<file path="src/rtl/pwm_dbuf_channel.sv">
module pwm_dbuf_channel #(
  parameter int CNT_W = 16,
  parameter int NCHAN = 5,
  parameter int CHAN  = 0
) (
  input  logic                   clk,
  input  logic                   rst_n,
  input  logic                   tick,
  input  logic [4*(NCHAN+1)-1:0] ctrl_word,
  input  logic [CNT_W-1:0]       period_buf,
  input  logic [CNT_W-1:0]       cmp_buf,
  output logic                   pwm_out,
  output logic                   period_end
);

  localparam int SLOT    = (CHAN == 0) ? 0 : CHAN + 1;
  localparam int BASE    = 4 * SLOT;
  localparam bit IS_LAST = (SLOT == NCHAN);
  localparam int ARL_BIT = IS_LAST ? 2 : 3;

  logic [CNT_W-1:0] cnt_q, cmp_q;
  logic             stopped_q, pend_q;
  logic             f_start, f_upd, f_inv, f_arl, raw, at_zero, step;

  assign f_start = ctrl_word[BASE + 0];
  assign f_upd   = ctrl_word[BASE + 1];
  assign f_arl   = ctrl_word[BASE + ARL_BIT];

  generate
    if (IS_LAST) begin : g_noinv
      assign f_inv = 1'b0;
    end else begin : g_inv
      assign f_inv = ctrl_word[BASE + 2];
    end
  endgenerate

  assign at_zero = (cnt_q == '0);
  assign step    = !f_upd && f_start && !stopped_q && tick;

  always_ff @(posedge clk or negedge rst_n) begin
    if (!rst_n) begin
      cnt_q     <= '0;
      cmp_q     <= '0;
      stopped_q <= 1'b1;
      pend_q    <= 1'b0;
    end else begin
      pend_q <= step && at_zero;
      if (f_upd) begin
        cnt_q     <= period_buf;
        cmp_q     <= cmp_buf;
        stopped_q <= 1'b0;
      end else if (step) begin
        if (!at_zero) begin
          cnt_q <= cnt_q - 1'b1;
        end else if (f_arl) begin
          cnt_q <= period_buf;
          cmp_q <= cmp_buf;
        end else begin
          stopped_q <= 1'b1;
        end
      end
    end
  end

  assign raw        = !stopped_q && (cnt_q <= cmp_q);
  assign pwm_out    = raw ^ f_inv;
  assign period_end = pend_q;


  load_chk: assert property (@(posedge clk) disable iff (!rst_n)
    f_upd |=> (cnt_q == $past(period_buf)) && (cmp_q == $past(cmp_buf)) && !stopped_q);


  hold_chk: assert property (@(posedge clk) disable iff (!rst_n)
    (!f_upd && !tick) |=> $stable(cnt_q) && $stable(cmp_q));


  pulse_zero_chk: assert property (@(posedge clk) disable iff (!rst_n)
    period_end |-> ($past(cnt_q) == '0) && $past(tick));


  pulse_single_chk: assert property (@(posedge clk) disable iff (!rst_n)
    period_end |=> !period_end);


  stopped_quiet_chk: assert property (@(posedge clk) disable iff (!rst_n)
    (stopped_q && !f_upd) |=> !period_end && $stable(cnt_q) && !raw);


  full_cmp_chk: assert property (@(posedge clk) disable iff (!rst_n)
    (!stopped_q && (cmp_q == {CNT_W{1'b1}})) |-> raw);

endmodule

</file>
<file path="config.mk">
export PLATFORM = sky130hd
export DESIGN_NAME = pwm_dbuf_channel
export DESIGN_NICKNAME = d
export VERILOG_FILES = /design/src/rtl/pwm_dbuf_channel.sv
export SDC_FILE = /design/constraint.sdc
export NUM_CORES = 1
export LEC_CHECK = 0
export BUFFER_PORTS_ARGS = -buffer_cell sky130_fd_sc_hd__buf_4
export CORE_MARGIN = 2
export CORE_UTILIZATION = 45
export DETAILED_ROUTE_END_ITERATION = 8
export MAX_ROUTING_LAYER = met4
export PLACE_DENSITY = 0.8
export SETUP_SLACK_MARGIN = 0.4
export SLEW_MARGIN = 0
export SYNTH_ARGS = -nofsm -noshare
export SYNTH_HDL_FRONTEND = slang
export SYNTH_SLANG_ARGS = --single-unit
</file>
<file path="constraint.sdc">
create_clock -name clk -period 2.2 [get_ports clk]
set_clock_uncertainty 0.05 [all_clocks]
set_input_delay 0.33 -clock clk [delete_from_list [all_inputs] [get_ports clk]]
set_output_delay 0.33 -clock clk [all_outputs]
set_load 0.005 [all_outputs]
</file>
==> flow_summary.ini, run 1 <==
[sta]
tns_ns = -5.18
setup_ws_ns = -0.578
fin_crit_sh = 1.26
max_slew_margin = 0.559
setup_viol = 34
clock.fmax_mhz = 360
worst_pin_slew_ns = 0.644
finalCriticalPeriod_ns = 2.78
finalHoldViolations = 0
maxSlewViolCount = 0
timing.hold.ws_ns = 0.223
rsz0062_at_grt = true

[global_route]
busiest_layer = met2
grt.overflow.total = 0
antenna_found_initial = 0
met2_usage = 0.427
grt_pass1_wl_mm = 10.0
use_met3 = 0.0397
grtUsageMet1 = 0.299
grt_usage = 0.243
grt_pass1_vias = 2133
grt_max_degree = 35

[synth]
syn_avg_cell_area_sq_um = 10.2
synth_edf_count = 0
synth_fp_nets = 302
async_reset_ff_frac = 1.00
yosys_warnings = 0
yosysTopAreaCell = dfrtp_1
synth.cell_area_sq_mm = 0.00229
seq_area_frac_synth = 0.372
synthFlopType = dfrtp_1
netlist_top_cells_area = dfrtp_1 36%, ha_1 9.8%, mux2_4 6.6%
synth_seq_cells = 34
post-synth-top-area-fraction = 0.361
ys_types = 45
syn_inst = 225

[floorplan]
die_h_um = 75.3
dieArea_sq_mm = 0.00567
fp.dieW_um = 75.3
start_util = 0.475
boundaryPins = 61
core_area_sq_mm = 0.00482
fp-row-count = 25

[setup_path]
end_kind = primary output
crit_type = reg2out
cp.arrival_ns = 2.40
cp_max_fo = 4
crit_slowest_cell = dfrtp_1
crit_path_start_kind = register
crit_chain = ha_4 -> nand4_1 -> buf_6 -> nor4_4 -> nor3b_2 -> a2111oi_2 -> o311ai_2 -> buf_4
required_ns = 1.82
r2r-end = cmp_q[12]
timing.rr.start = cnt_q[15]
cpPeakStageDelay_ns = 0.42
rrSetupSlack_ns = -0.18
worstRegToRegCells = 7

[power]
powerDensity_mw_per_mm2 = 601
comb_power_share = 0.419
power_frac_seq = 0.365
netSwitchingFraction = 0.327
clock_power_share = 0.215
ir_drop_v = 0.000442
power_uw = 2090
p_switching_uw = 684
p_leak_uw = 0.00159
internal-power_uw = 1410

[placement]
port_buffers = 40
hpwl_mm = 4.44
place_congestion = 0.874

[clock_tree]
htreeDepth = 2
clockBufferDepth = 2
clkLatencyLatePin_ns = 0.29
cts-root-buf = clkbuf_8
cts_tree = yes
clock_sinks = 34
cts_buffers = 5
clkSlewWorstSetupHoldPaths_ns = 0.08

[drt]
first_iter_violations = 140
final_antenna_net_count = 0
num_vias = 2193
avgRoutedWirePerCell_um = 16.8
drt_first_pass_iters = 4
viasPerCell = 5.54
drc = 0
totalWireLength_mm = 6.65

[outcome]
status = complete, but fails checks
violations = negative setup slack

[hold_path]
min_path_cells = 2
hold_end = cmp_q[13]
hp-class = in2reg
hold_start = cmp_buf[13]

[cells_and_area]
fill_cells = 350
fin_util = 0.722
syn2layout_area_growth_pct = 51.9
mostFrequentLayoutCells = 87 x buf_4, 33 x dfrtp_1, 18 x inv_1
finish.net_count = 405
post_route_cells_drive_above_1_share = 0.483
antenna_cells = 0
layout_commonest_cell = buf_4

[run]
drv_cap = 0
## registers in the layout, summed over array words and instances (netlist names)
name / cells
stopped_q: 1
period_end: 1
cmp_q: 16
cnt_q: 16
## layout make-up
type	instances	area (sq um)	share of cell area
clock buffer	8	80.1	0.0230
tap	67	83.8	0.0241
sequential	34	852	0.245
inverter	21	81.3	0.0234
timing repair buffer	104	866	0.249
multi-input combinational	162	1510	0.435
## routing by layer
metal | vias up | wire, um
li1 | 1065 | -
met1 | 1055 | 2800
met2 | 64 | 3510
met3 | 9 | 261
met4 | 0 | 76
met5 | - | 0
## power by group through the flow
stage | sequential, uW | clock [uW] | combinational (uW)
finish | 763 | 450 | 876
global route | 773 | 497 | 953
CTS | 761 | 459 | 794
detailed placement | 772 | 0 | 720
global placement | 767 | 0 | 692
floorplan | 789 | 0 | 357
## logic make-up after synthesis
family          synth area share
compound gates             0.213
simple gates               0.156
flops                      0.372
buf+inv                   0.0558
mux                        0.104
fa+ha+maj                 0.0984
## timing repair
action / CTS / global route
resized for setup: 29 / 22
setup buffers: 5 / 8
pin swaps: 9 / 11
setup endpoints to repair: 35 / 35
hold endpoints to repair: 33 / 0
hold buffers: 1 / 0
gates cloned: 1 / 0
## worst max path at each step
| stage | start | endpoint | slack [ns] | depth (start not counted) |
|---|---|---|---|---|
| floorplan | cnt_q[9] | cmp_q[0] | -0.05 | 7 |
| global placement | cnt_q[10] | pwm_out | -0.23 | 7 |
| detailed placement | cnt_q[15] | pwm_out | -0.32 | 7 |
| CTS | cnt_q[10] | pwm_out | -0.53 | 7 |
| global route | cnt_q[15] | pwm_out | -0.69 | 8 |
| finish | cnt_q[15] | pwm_out | -0.58 | 8 |
## stage by stage
stage	cells	instance area, sq um	worst slack (ns)
final	396	3480	-0.578
after global routing	396	3480	-0.691
after CTS	388	3310	-0.529
after detailed placement	373	3040	-0.320
after global placement	373	3040	-0.227
after floorplan	225	2330	-0.0467
## critical path, delay by kind of cell, from the launching register on
family	cells	cell delay, ns
AND/OR/NAND/NOR	3	0.58
AO/OA/AOI/OAI	2	0.53
buffers and inverters	2	0.31
adder cells (fa/ha/maj)	1	0.29
flip-flops	1	0.42
## Yosys cell counts (4+ instances only)
library cell  count
or4_1             4
inv_1            21
nor2_1            9
ha_1             18
o2bb2ai_1         9
nor3_1            8
nor4_1            8
o21ai_0          16
dfrtp_1          33
nand4_1           4
mux2_2            6
a22oi_1          10
mux2_4           10
a21oi_1          11
nand2_1           5
Power figures use the tool's default switching activity.
==> run 2, diff against run 1 <==
- ABC_AREA: not set -> 1
- PLACE_DENSITY: 0.8 -> 0.79
==> run 2 against run 1 <==
The run still ends with negative setup slack left. Routed wire length rose by 3.2%. Die area grew 2.3%. Clock-buffer cell count shrank 2. Register-to-register slack improved by 0.35 ns. Non-clock buffer count fell by 34. Via count up 9.8%. Maximum frequency increased by 24%. Power grew 3.9%. Area after synthesis grew 2.5%. Sequential power rose by 5.5%. Global-route usage is 2.8 points lower. Critical path type unchanged. Largest power group unchanged.
==> flow_summary.ini, run 2 <==
[outcome]
status = complete, but fails checks
violations = negative setup slack

[sta]
maxSlewViolCount = 0
worst_pin_slew_ns = 0.511
fin_crit_sh = 1.02
max_slew_margin = 0.659
finalCriticalPeriod_ns = 2.24
rsz0062_at_grt = true
finalHoldViolations = 0
clock.fmax_mhz = 446
setup_ws_ns = -0.0401
setup_viol = 1

[power]
internal-power_uw = 1350
power_frac_seq = 0.371
clock_power_share = 0.215
p_switching_uw = 817
comb_power_share = 0.414
netSwitchingFraction = 0.377
power_uw = 2170
ir_drop_v = 0.000317
p_leak_uw = 0.00165
powerDensity_mw_per_mm2 = 634

[synth]
synth_seq_cells = 34
synth_fp_nets = 396
syn_avg_cell_area_sq_um = 7.35
ys_types = 30
yosys-top-cells-count = 76 x nand2_1, 52 x nor2_1, 40 x inv_1, 33 x dfrtp_1, 27 x a21oi_1
netlist_top_cells_area = dfrtp_1 35%, nand2_1 12%, ha_1 9.6%
post-synth-top-area-fraction = 0.352
seq_area_frac_synth = 0.363
synthFlopType = dfrtp_1
yosysMostFrequentCell = nand2_1
synth.cell_area_sq_mm = 0.00234
yosys_warnings = 0
async_reset_ff_frac = 1.00
yosysTopAreaCell = dfrtp_1
synth_edf_count = 0
syn_inst = 319

[cells_and_area]
multi_input_area_sq_mm = 0.00161
fin_area_sq_mm = 0.00343
mostFrequentLayoutCells = 68 x nand2_1, 53 x buf_4, 38 x inv_1
fin_util = 0.675
syn2layout_area_growth_pct = 46.1
fill_cells = 418
register_area_sq_um = 860
fin_cells = 462
finish.net_count = 468
post_route_cells_drive_above_1_share = 0.395
reg.largest.list = cmp_q (16), cnt_q (16)
layout_commonest_cell = nand2_1
antenna_cells = 0

[global_route]
grt_pass1_vias = 2118
antenna_found_initial = 0
grt_usage = 0.215
grt_max_degree = 35
grt_pass1_wl_mm = 9.64
grt.overflow.total = 0

[placement]
place_congestion = 0.900
hpwl_mm = 3.82
port_buffers = 40
place_area_sq_mm = 0.00270
dp.cells = 427

[drt]
drc = 0
avgRoutedWirePerCell_um = 14.9
totalWireLength_mm = 6.86
dr_wl_met3_um = 370
first_iter_violations = 172
met1_length_mm = 2.84
wl_met2_mm = 3.51
top_layer = met4
viasPerCell = 5.21
drt_first_pass_iters = 4
num_vias = 2409
final_antenna_net_count = 0

[clock_tree]
clkLatencyLatePin_ns = 0.30
clkSlewWorstSetupHoldPaths_ns = 0.07
cts_tree = yes
cts_buffers = 5
clockBufferDepth = 2
cts-root-buf = clkbuf_8
htreeDepth = 2
clock_sinks = 34

[setup_path]
end_kind = primary output
rrSetupSlack_ns = 0.17
crit_type = reg2out
crit_path_start_kind = register
required_ns = 1.82
cp.arrival_ns = 1.86
timing.rr.start = cnt_q[11]
worstRegToRegCells = 10
cp_max_fo = 3
r2r-end = cnt_q[4]

[hold_path]
hold_end = stopped_q
hold_start = ctrl_word[1]
hp-class = in2reg
min_path_cells = 2

[floorplan]
core_area_sq_mm = 0.00507
fp.dieW_um = 76.2
die_h_um = 76.2
fp-row-count = 26
boundaryPins = 61
start_util = 0.462
dieArea_sq_mm = 0.00580

[run]
drv_cap = 0
-- run 2: logic make-up after synthesis --
kind of cell,Yosys count,synth area share
XOR/XNOR,6,0.0224
buffers and inverters,49,0.0992
adder cells (fa/ha/maj),18,0.0961
flip-flops,34,0.363
AO/OA/AOI/OAI,53,0.131
AND/OR/NAND/NOR,159,0.288
-- run 2: worst max-delay path: stages (launching register included) --
cell and delay, ns:
dfrtp_1 0.44, ha_4 0.30, nand4_1 0.10, nor3_2 0.23, nand3_1 0.12, nand2_2 0.10, nand2_1 0.05, nand2_1 0.05
nand2_1 0.05, buf_4 0.13
-- run 2: metrics by stage --
stage | hold slack, ns | setup slack [ns] | TNS (ns)
final | 0.107 | -0.0401 | -0.0401
after global routing | 0.108 | -0.205 | -0.205
after global placement | 0.254 | 0.227 | 0
after floorplan | -0.0156 | 0.493 | 0
after detailed placement | 0.265 | 0.197 | 0
after CTS | 0.0976 | -0.00729 | -0.00729
-- run 2: cell type report --
class / count / share of cell area
clock buffers: 6 / 0.0212
clock inverters: 2 / 0.00292
inverters: 41 / 0.0467
multi-input cells: 239 / 0.469
flip-flops and latches: 34 / 0.251
well taps: 70 / 0.0256
repair buffers: 70 / 0.183
-- run 2: how the worst max path moves through the flow --
stage	start	to	slack [ns]
5_1_grt	cnt_q[0]	pwm_out	-0.21
2_1_floorplan	cnt_q[11]	pwm_out	0.49
3_5_place_dp	cnt_q[13]	pwm_out	0.20
6_report	cnt_q[11]	pwm_out	-0.04
3_3_place_gp	cnt_q[13]	pwm_out	0.23
4_1_cts	cnt_q[11]	pwm_out	-0.007
-- run 2: power by group through the flow --
| stage | sequential, uW | combinational [uW] | clock (uW) |
|---|---|---|---|
| detailed placement | 817 | 579 | 0 |
| finish | 805 | 898 | 467 |
| global placement | 812 | 553 | 0 |
| CTS | 799 | 678 | 475 |
| global route | 813 | 996 | 505 |
| floorplan | 796 | 410 | 0 |
-- run 2: repair_timing --
action | in CTS | in global routing
hold buffers | 1 | 0
buffers inserted | 9 | 12
endpoints found under the hold margin | 33 | 0
endpoints found under the setup margin | 33 | 33
gates cloned | 2 | 3
gates resized for setup | 26 | 71
pin swaps | 11 | 21
-- run 2: metal layers --
metal	vias to the layer above	GRT usage
li1	1170	-
met5	-	-
met2	72	0.363
met3	13	0.0462
met4	0	0.0691
met1	1154	0.258
